## src/rtl/twe_pkg.sv

```systemverilog
// Shared types for the three-wire EEPROM engine.
// Assumes: opcode and extended-action encodings below are the wire codes.
package twe_pkg;

    typedef enum logic [1:0] {
        OP_EXT   = 2'b00,
        OP_WRITE = 2'b01,
        OP_READ  = 2'b10,
        OP_ERASE = 2'b11
    } op_e;

    typedef enum logic [1:0] {
        SUB_DISABLE  = 2'b00,
        SUB_FILL     = 2'b01,
        SUB_CLEARALL = 2'b10,
        SUB_ENABLE   = 2'b11
    } sub_e;

    typedef enum logic [2:0] {
        S_IDLE,
        S_OPC,
        S_ADDR,
        S_DECODE,
        S_DATA,
        S_EXEC,
        S_RDOUT,
        S_HOLD
    } st_e;

    localparam int OPC_BITS  = 2;
    localparam int WORD_BITS = 16;
    localparam int BYTE_BITS = 8;

endpackage

```

## src/rtl/twe_link.sv

```systemverilog
// Serial-side conditioning: finds rising serial clock edges, measures how
// long select has been low, and holds the busy/ready status flag.
// Assumes: cs and sk are already synchronous to clk.
module twe_link #(
    parameter int TCS_MIN = 4
) (
    input  logic clk,
    input  logic rst_n,
    input  logic cs,
    input  logic sk,
    input  logic busy,
    input  logic start_acc,
    output logic sk_rise,
    output logic status
);
    localparam int LW = $clog2(TCS_MIN + 1);

    logic          sk_q;
    logic          cs_q;
    logic [LW-1:0] low_cnt;
    logic          cs_rise;

    assign sk_rise = sk & ~sk_q;
    assign cs_rise = cs & ~cs_q;

    // Edge history of the two host lines.
    always_ff @(posedge clk) begin
        if (!rst_n) begin
            sk_q <= 1'b0;
            cs_q <= 1'b0;
        end else begin
            sk_q <= sk;
            cs_q <= cs;
        end
    end

    // Saturating count of cycles spent deselected.
    always_ff @(posedge clk) begin
        if (!rst_n) begin
            low_cnt <= '0;
        end else if (cs) begin
            low_cnt <= '0;
        end else if (low_cnt != LW'(TCS_MIN)) begin
            low_cnt <= low_cnt + 1'b1;
        end
    end

    // Status flag: armed by a qualified reselect during busy, cleared on deselect or accepted command.
    always_ff @(posedge clk) begin
        if (!rst_n) begin
            status <= 1'b0;
        end else if (!cs) begin
            status <= 1'b0;
        end else if (cs_rise && (low_cnt >= LW'(TCS_MIN)) && busy) begin
            status <= 1'b1;
        end else if (start_acc) begin
            status <= 1'b0;
        end
    end

    // status can only come up while a busy period runs
    p_status_needs_busy_r10: assert property (@(posedge clk) disable iff (!rst_n)
        $rose(status) |-> busy);

    // deselecting removes the status
    p_status_drops_r11: assert property (@(posedge clk) disable iff (!rst_n)
        !cs |=> !status);

endmodule

```

## src/rtl/twe_timer.sv

```systemverilog
// Programming period timer: a start pulse loads the period and busy stays
// high until it has counted down.
// Assumes: start never arrives while busy (the command engine blocks it).
module twe_timer #(
    parameter int TWP_CYC = 400
) (
    input  logic clk,
    input  logic rst_n,
    input  logic start,
    output logic busy
);
    localparam int TW = $clog2(TWP_CYC + 1);

    logic [TW-1:0] cnt;

    // Down-counter for the self-timed programming period.
    always_ff @(posedge clk) begin
        if (!rst_n) begin
            cnt <= '0;
        end else if (start) begin
            cnt <= TW'(TWP_CYC);
        end else if (cnt != '0) begin
            cnt <= cnt - 1'b1;
        end
    end

    assign busy = (cnt != '0);

    // a new period never starts on top of a running one
    p_start_idle_r9: assert property (@(posedge clk) disable iff (!rst_n)
        start |-> !busy);

    // busy only begins right after a start pulse
    p_busy_origin_r9: assert property (@(posedge clk) disable iff (!rst_n)
        $rose(busy) |-> $past(start));

endmodule

```

## src/rtl/twe_array.sv

```systemverilog
// Behavioural word array with byte-lane writes and a whole-array fill.
// Assumes: fill data is already replicated per lane by the caller.
module twe_array #(
    parameter int ADDR_W = 7
) (
    input  logic              clk,
    input  logic              rst_n,
    input  logic              byte_mode,
    input  logic              we_word,
    input  logic              we_all,
    input  logic              lane,
    input  logic [ADDR_W-1:0] waddr,
    input  logic [15:0]       wdata,
    input  logic [ADDR_W-1:0] raddr,
    output logic [15:0]       rdata
);
    localparam int WORDS = 1 << ADDR_W;

    logic [15:0] mem [WORDS];

    // Array update: whole fill, full word or single byte lane.
    always_ff @(posedge clk) begin
        if (we_all) begin
            for (int i = 0; i < WORDS; i++) begin
                mem[i] <= wdata;
            end
        end else if (we_word) begin
            if (!byte_mode) begin
                mem[waddr] <= wdata;
            end else if (lane) begin
                mem[waddr][15:8] <= wdata[15:8];
            end else begin
                mem[waddr][7:0] <= wdata[7:0];
            end
        end
    end

    assign rdata = mem[raddr];

    // a fill and a single-word write are never requested together
    p_we_excl_r7: assert property (@(posedge clk) disable iff (!rst_n)
        !(we_word && we_all));

endmodule

```

## src/rtl/twe_cmd.sv

```systemverilog
// Command framer and executor: shifts in start bit, opcode, address and
// data, keeps the programming-enable latch, issues array writes and timer
// starts, and shifts read data out.
// Assumes: sk_rise is a one-cycle pulse per serial clock edge and the
// serial clock half period spans at least two clk cycles.
module twe_cmd
    import twe_pkg::*;
#(
    parameter int ADDR_W = 7
) (
    input  logic              clk,
    input  logic              rst_n,
    input  logic              org_x16,
    input  logic              cs,
    input  logic              sk_rise,
    input  logic              di,
    input  logic              busy,
    input  logic [15:0]       rdata,
    output logic [ADDR_W-1:0] word_idx,
    output logic              lane,
    output logic              start_acc,
    output logic              prog_start,
    output logic              we_word,
    output logic              we_all,
    output logic [15:0]       wdata,
    output logic              rd_dout,
    output logic              rd_oe
);
    localparam int FIELD_W = ADDR_W + 2;
    localparam int MAXF    = (FIELD_W > WORD_BITS) ? FIELD_W : WORD_BITS;
    localparam int CNT_W   = $clog2(MAXF + 1);

    st_e                state;
    op_e                opc;
    logic [CNT_W-1:0]   left;
    logic [FIELD_W-1:0] addr_sr;
    logic [15:0]        data_sr;
    logic [15:0]        rd_sr;
    logic               prog_en;

    logic [CNT_W-1:0]   alen;
    logic [CNT_W-1:0]   dlen;
    sub_e               sub;
    logic [15:0]        wr_pat;
    logic [15:0]        rd_sel;

    // Field decode that depends on the word-size strap.
    always_comb begin
        alen     = org_x16 ? CNT_W'(ADDR_W + 1) : CNT_W'(ADDR_W + 2);
        dlen     = org_x16 ? CNT_W'(WORD_BITS) : CNT_W'(BYTE_BITS);
        sub      = org_x16 ? sub_e'(addr_sr[ADDR_W -: 2])
                           : sub_e'(addr_sr[ADDR_W+1 -: 2]);
        word_idx = org_x16 ? addr_sr[ADDR_W-1:0] : addr_sr[ADDR_W:1];
        lane     = ~org_x16 & addr_sr[0];
        wr_pat   = org_x16 ? data_sr : {data_sr[7:0], data_sr[7:0]};
        rd_sel   = org_x16 ? rdata
                           : {(lane ? rdata[15:8] : rdata[7:0]), 8'h00};
    end

    // Command state machine, enable latch and read shifter.
    always_ff @(posedge clk) begin
        if (!rst_n) begin
            state      <= S_IDLE;
            opc        <= OP_EXT;
            left       <= '0;
            addr_sr    <= '0;
            data_sr    <= '0;
            rd_sr      <= '0;
            rd_dout    <= 1'b0;
            rd_oe      <= 1'b0;
            prog_en    <= 1'b0;
            start_acc  <= 1'b0;
            prog_start <= 1'b0;
            we_word    <= 1'b0;
            we_all     <= 1'b0;
            wdata      <= '0;
        end else begin
            start_acc  <= 1'b0;
            prog_start <= 1'b0;
            we_word    <= 1'b0;
            we_all     <= 1'b0;
            if (!cs) begin
                state   <= S_IDLE;
                rd_oe   <= 1'b0;
                rd_dout <= 1'b0;
            end else begin
                case (state)
                    S_IDLE: begin
                        if (sk_rise && di) begin
                            if (busy) begin
                                state <= S_HOLD;
                            end else begin
                                state     <= S_OPC;
                                left      <= CNT_W'(OPC_BITS);
                                start_acc <= 1'b1;
                                addr_sr   <= '0;
                                data_sr   <= '0;
                            end
                        end
                    end
                    S_OPC: begin
                        if (sk_rise) begin
                            opc <= op_e'({opc[0], di});
                            if (left == CNT_W'(1)) begin
                                state <= S_ADDR;
                                left  <= alen;
                            end else begin
                                left <= left - 1'b1;
                            end
                        end
                    end
                    S_ADDR: begin
                        if (sk_rise) begin
                            addr_sr <= {addr_sr[FIELD_W-2:0], di};
                            if (left == CNT_W'(1)) begin
                                state <= S_DECODE;
                            end else begin
                                left <= left - 1'b1;
                            end
                        end
                    end
                    S_DECODE: begin
                        if (opc == OP_READ) begin
                            rd_sr   <= rd_sel;
                            rd_dout <= 1'b0;
                            rd_oe   <= 1'b1;
                            left    <= dlen;
                            state   <= S_RDOUT;
                        end else if (opc == OP_WRITE ||
                                     (opc == OP_EXT && sub == SUB_FILL)) begin
                            left  <= dlen;
                            state <= S_DATA;
                        end else begin
                            state <= S_EXEC;
                        end
                    end
                    S_DATA: begin
                        if (sk_rise) begin
                            data_sr <= {data_sr[14:0], di};
                            if (left == CNT_W'(1)) begin
                                state <= S_EXEC;
                            end else begin
                                left <= left - 1'b1;
                            end
                        end
                    end
                    S_EXEC: begin
                        state <= S_HOLD;
                        case (opc)
                            OP_WRITE: if (prog_en) begin
                                we_word    <= 1'b1;
                                prog_start <= 1'b1;
                                wdata      <= wr_pat;
                            end
                            OP_ERASE: if (prog_en) begin
                                we_word    <= 1'b1;
                                prog_start <= 1'b1;
                                wdata      <= '1;
                            end
                            OP_EXT: begin
                                case (sub)
                                    SUB_ENABLE:  prog_en <= 1'b1;
                                    SUB_DISABLE: prog_en <= 1'b0;
                                    SUB_CLEARALL: if (prog_en) begin
                                        we_all     <= 1'b1;
                                        prog_start <= 1'b1;
                                        wdata      <= '1;
                                    end
                                    SUB_FILL: if (prog_en) begin
                                        we_all     <= 1'b1;
                                        prog_start <= 1'b1;
                                        wdata      <= wr_pat;
                                    end
                                    default: ;
                                endcase
                            end
                            default: ;
                        endcase
                    end
                    S_RDOUT: begin
                        if (sk_rise) begin
                            if (left != '0) begin
                                rd_dout <= rd_sr[15];
                                rd_sr   <= {rd_sr[14:0], 1'b0};
                                left    <= left - 1'b1;
                            end else begin
                                rd_oe   <= 1'b0;
                                rd_dout <= 1'b0;
                                state   <= S_HOLD;
                            end
                        end
                    end
                    default: ;
                endcase
            end
        end
    end

    // deselect returns the framer to idle and releases the output
    p_cs_idle_r12: assert property (@(posedge clk) disable iff (!rst_n)
        !cs |=> (state == S_IDLE) && !rd_oe);

    // programming is only started with the enable latch set
    p_prog_gate_r5: assert property (@(posedge clk) disable iff (!rst_n)
        prog_start |-> prog_en);

    // no command is accepted while a busy period runs
    p_no_accept_busy_r9: assert property (@(posedge clk) disable iff (!rst_n)
        start_acc |-> !busy);

endmodule

```

## src/rtl/tw_eeprom_engine.sv

```systemverilog
// Top level of the three-wire serial EEPROM engine: ties the serial link,
// command framer, programming timer and word array together and merges
// read data and busy/ready status onto the single data output.
// Assumes: host lines are synchronous to clk; org_x16 changes only in reset.
module tw_eeprom_engine #(
    parameter int ADDR_W  = 7,
    parameter int TWP_CYC = 400,
    parameter int TCS_MIN = 4
) (
    input  logic clk,
    input  logic rst_n,
    input  logic org_x16,
    input  logic cs,
    input  logic sk,
    input  logic di,
    output logic dout,
    output logic dout_oe
);
    logic              sk_rise;
    logic              status;
    logic              busy;
    logic              start_acc;
    logic              prog_start;
    logic              we_word;
    logic              we_all;
    logic              lane;
    logic [ADDR_W-1:0] word_idx;
    logic [15:0]       wdata;
    logic [15:0]       rdata;
    logic              rd_dout;
    logic              rd_oe;

    twe_link #(.TCS_MIN(TCS_MIN)) u_link (
        .clk       (clk),
        .rst_n     (rst_n),
        .cs        (cs),
        .sk        (sk),
        .busy      (busy),
        .start_acc (start_acc),
        .sk_rise   (sk_rise),
        .status    (status)
    );

    twe_cmd #(.ADDR_W(ADDR_W)) u_cmd (
        .clk        (clk),
        .rst_n      (rst_n),
        .org_x16    (org_x16),
        .cs         (cs),
        .sk_rise    (sk_rise),
        .di         (di),
        .busy       (busy),
        .rdata      (rdata),
        .word_idx   (word_idx),
        .lane       (lane),
        .start_acc  (start_acc),
        .prog_start (prog_start),
        .we_word    (we_word),
        .we_all     (we_all),
        .wdata      (wdata),
        .rd_dout    (rd_dout),
        .rd_oe      (rd_oe)
    );

    twe_timer #(.TWP_CYC(TWP_CYC)) u_timer (
        .clk   (clk),
        .rst_n (rst_n),
        .start (prog_start),
        .busy  (busy)
    );

    twe_array #(.ADDR_W(ADDR_W)) u_array (
        .clk       (clk),
        .rst_n     (rst_n),
        .byte_mode (~org_x16),
        .we_word   (we_word),
        .we_all    (we_all),
        .lane      (lane),
        .waddr     (word_idx),
        .wdata     (wdata),
        .raddr     (word_idx),
        .rdata     (rdata)
    );

    // Output merge: read data has the pin while a read shifts out, otherwise status.
    always_comb begin
        dout_oe = rd_oe | status;
        if (rd_oe) begin
            dout = rd_dout;
        end else if (status) begin
            dout = ~busy;
        end else begin
            dout = 1'b0;
        end
    end

    // read output and status never compete for the pin
    p_read_excl_r3: assert property (@(posedge clk) disable iff (!rst_n)
        rd_oe |-> !status);

endmodule

```

## config.mk

```make
export PLATFORM = sky130hd
export DESIGN_NAME = tw_eeprom_engine
export DESIGN_NICKNAME = d
export VERILOG_FILES = /design/src/rtl/twe_pkg.sv /design/src/rtl/twe_link.sv /design/src/rtl/twe_timer.sv /design/src/rtl/twe_array.sv /design/src/rtl/twe_cmd.sv /design/src/rtl/tw_eeprom_engine.sv
export SDC_FILE = /design/constraint.sdc
export NUM_CORES = 2
export LEC_CHECK = 0
export BUFFER_PORTS_ARGS = -buffer_cell sky130_fd_sc_hd__buf_2
export CAP_MARGIN = 20
export CORE_ASPECT_RATIO = 2
export CORE_UTILIZATION = 60
export DETAILED_ROUTE_END_ITERATION = 12
export PLACE_DENSITY_LB_ADDON = 0.12
export SLEW_MARGIN = 20
export SYNTH_ARGS = -nofsm -noshare
export SYNTH_HDL_FRONTEND = slang
export SYNTH_HIERARCHICAL = 1
export SYNTH_SLANG_ARGS = --single-unit
```

## constraint.sdc

```tcl
create_clock -name clk -period 10.2 [get_ports clk]
set_input_delay 0 -clock clk [delete_from_list [all_inputs] [get_ports clk]]
set_output_delay 0 -clock clk [all_outputs]
set_load 0.05 [all_outputs]
```

==> impl_metrics.yaml <==
drt:
  final_antenna_net_count: 0
  vias_per_cell: 6.78
  wl_per_cell_um: 34.1
  drc: 0
  vias: 39500
  firstDrtPassIters: 6
  routed_wl_um: 199000
  dr.first_iter.drc_count: 3767
min_path:
  hold_path_depth: 4
  hp-class: "input pin to flop"
grt:
  grt_pass1_wl_um: 288000
  grt_overflow: 0
  grt_usage_pct: 28.6
  antenna_found_initial: 4
  grt_max_degree: 180
  grt_pass1_vias: 41600
sta:
  max_freq_mhz: 181
  setup_viol: 0
  setup_tns_ns: 0
  final.setup_skew_ns: 0.0239
  fin_crit_sh_pct: 54.0
  tightest_slew_ns: 1.21
  hold_violations: 0
  slew_headroom_pct: 19.1
  rsz0062_at_grt: "false"
  period_needed_ns: 5.51
  slew_violations: 0
cells_and_area:
  mostFrequentLayoutCells: "2048 x edfxtp_1, 672 x mux4_2, 185 x clkbuf_16"
  syn2layout_area_growth_pct: 9.80
  nFillCells: 8815
  seq_area_sq_um: 63300
  layout.cells.most_common: "edfxtp_1"
  final_area_sq_um: 92900
  drive_gt1_share_pct: 27.6
  multi_input_area_sq_um: 20400
  finalNetCount: 3852
setup_path:
  cp_slowest_cell: "mux2_8"
  crit_buf_inv: 2
  r2r-start: "u_cmd/addr_sr[0]"
  slowest_delay_ns: 0.72
  start_kind: "flop"
  crit_start: "u_cmd/addr_sr[0]"
  cp_cell_sequence: "mux2_8, buf_4, buf_4, mux4_2, mux4_2, mux4_2, mux2_2, o21ai_0, nand3_1, o211ai_1, a21boi_0"
  crit_family: "multiplexers"
  reg2reg_depth: 11
  cpMostUsedCell: "mux4_2"
  cp-end-kind: "flop"
  path_max_fanout: 61
  endpoint: "u_cmd/rd_sr[8]"
  cp.arrival_ns: 6.18
  critical_path_class: "flop to flop"
  crit_required_ns: 10.87
  r2r_end: "u_cmd/rd_sr[8]"
  r2r_setup_slack_ns: 4.69
  cp_num_cells: 11
floorplanning:
  ios: 8
  die_w_um: 267
  die_area_sq_um: 143000
  row_count: 194
  die_h_um: 533
  initial_core_util_pct: 60.5
  fp.coreArea_sq_um: 140000
placed_design:
  dp_hpwl_um: 125000
  place.gp.congestion: 0.908
  placed_cell_area_sq_um: 86700
  port_buffers: 7
yosys:
  synth_edf_count: 2048
  yosys_register_bits: 2137
  yosysTopAreaCell: "edfxtp_1"
  synthCells: 3812
  avgSynthCellArea_sq_um: 22.2
  yosysWarningCount: 6
  synth_area_sq_um: 84600
  ys_types: 73
  yosys-top-cells-area: "edfxtp_1 73%, mux4_2 18%, dfxtp_1 2.1%, a21o_1 1.1%, o21bai_1 1.1%"
  synth_flop_cell: "edfxtp_1"
  syn_nets: 3830
  synth_top_area_share_pct: 72.7
  ys_seq_area_share_pct: 74.8
  async_flop_share_pct: 0
clock_network:
  clk_latency_ns: 0.81
  clockRootBuffer: "clkbuf_16"
  clock-sinks: 2137
  hold_buffers: 7
  post_cts_buffers: 0
  htree_levels: 4
  cts_tree: "built"
  cts_inserted_buffers: 182
  clkTransAtPathRegs_ns: 0.07
  post_cts_resized: 0
  cts_buffer_depth: 4
power_and_ir_drop:
  max-vdd-ir-drop_mv: 0.189
  cellPowerDensity_nw_per_um2: 181
  leakage_nw: 34.4
status:
  status: "finished clean"
run:
  drv_cap: 0
## power breakdown
group	leakage, nW	internal, mW	switching (mW)
sequential	24.6	9.46	0.0259
clock	2.97	4.11	3.02
combinational	6.88	0.0727	0.105
total	34.4	13.6	3.15
## kinds of logic after synthesis
kind of cell | after synthesis | synth area share (%)
buffers and inverters | 252 | 1.24
AND/OR/NAND/NOR | 291 | 1.75
adder cells (fa/ha/maj) | 12 | 0.178
flip-flops | 2137 | 74.8
XOR/XNOR | 6 | 0.0621
multiplexers | 711 | 18.4
AO/OA/AOI/OAI | 403 | 3.56
## sequential cells by signal, summed over array words and instances (netlist names), 2 cells and up
register        flops
u_cmd/addr_sr       9
u_link/low_cnt      3
u_cmd/opc           2
u_cmd/data_sr      16
u_timer/cnt         9
u_cmd/state         3
u_cmd/rd_sr        16
u_cmd/wdata        16
u_cmd/left          5
u_array/mem      2048
## routing by layer
metal	part of all wire [%]	track usage (%)	up-vias
met2	55	52.0	1656
met4	5.9	14.7	4
met5	0.012	0	-
met3	5.8	3.73	461
met1	33	32.6	21200
li1	-	-	16200
## worst reg2reg max path, stage by stage (launching register included)
cell and delay [ns]:
dfxtp_1 0.58, mux2_8 0.72, buf_4 0.69, buf_4 0.72, mux4_2 0.64, mux4_2 0.58
mux4_2 0.59, mux2_2 0.32, o21ai_0 0.12, nand3_1 0.14, o211ai_1 0.16, a21boi_0 0.12
## worst min-delay path by stage
stage               startpoint                to  slack [ns]
floorplan                rst_n    u_timer/cnt[8]        0.12
global placement            sk       u_link/sk_q        0.26
detailed placement          sk       u_link/sk_q        0.26
CTS                         di  u_cmd/data_sr[0]        0.17
global route                di  u_cmd/data_sr[0]        0.22
finish                      di  u_cmd/data_sr[0]        0.23
## layout make-up
class,count,area share [%]
diodes,3,0.00808
clock buffers,213,5.14
clock inverters,106,1.39
inverters,17,0.0687
multi-input cells,1423,22.0
flip-flops and latches,2137,68.2
well taps,1862,2.51
repair buffers,73,0.671
## stage by stage
stage	util, %	power [mW]	hold slack [ns]	instances	worst slack, ns
2_1_floorplan	-	9.82	0.118	3812	6.22
3_3_place_gp	62.0	9.84	0.261	5504	4.55
3_5_place_dp	62.0	9.86	0.263	5504	4.58
4_1_cts	66.4	16.9	0.172	5830	4.66
5_1_grt	66.4	17.2	0.223	5832	4.41
6_report	66.4	16.8	0.226	5834	4.69
## synth_stat cells (all sizes together), types with 2 or more instances
cell type,count
or2,4
xor2,3
and2,4
edfxtp,2048
nor3b,5
o311a,2
mux4,672
a21oi,24
a21boi,35
nor2b,14
dfxtp,89
xnor2,3
mux2i,16
o211ai,9
or3,2
nor2,48
o21bai,128
buf,82
o2bb2ai,2
o21ai,27
o221a,8
o22ai,3
nor4b,2
ha,12
nand2,81
nand4b,3
nor3,22
mux2,23
a21o,129
inv,17
clkbuf,153
or4,3
o21a,5
nand3,68
a211oi,3
a311oi,2
nand2b,17
o211a,16
nand4,6
nor4,7
a211o,2
Note: power is estimated with default switching activity, not from simulation.
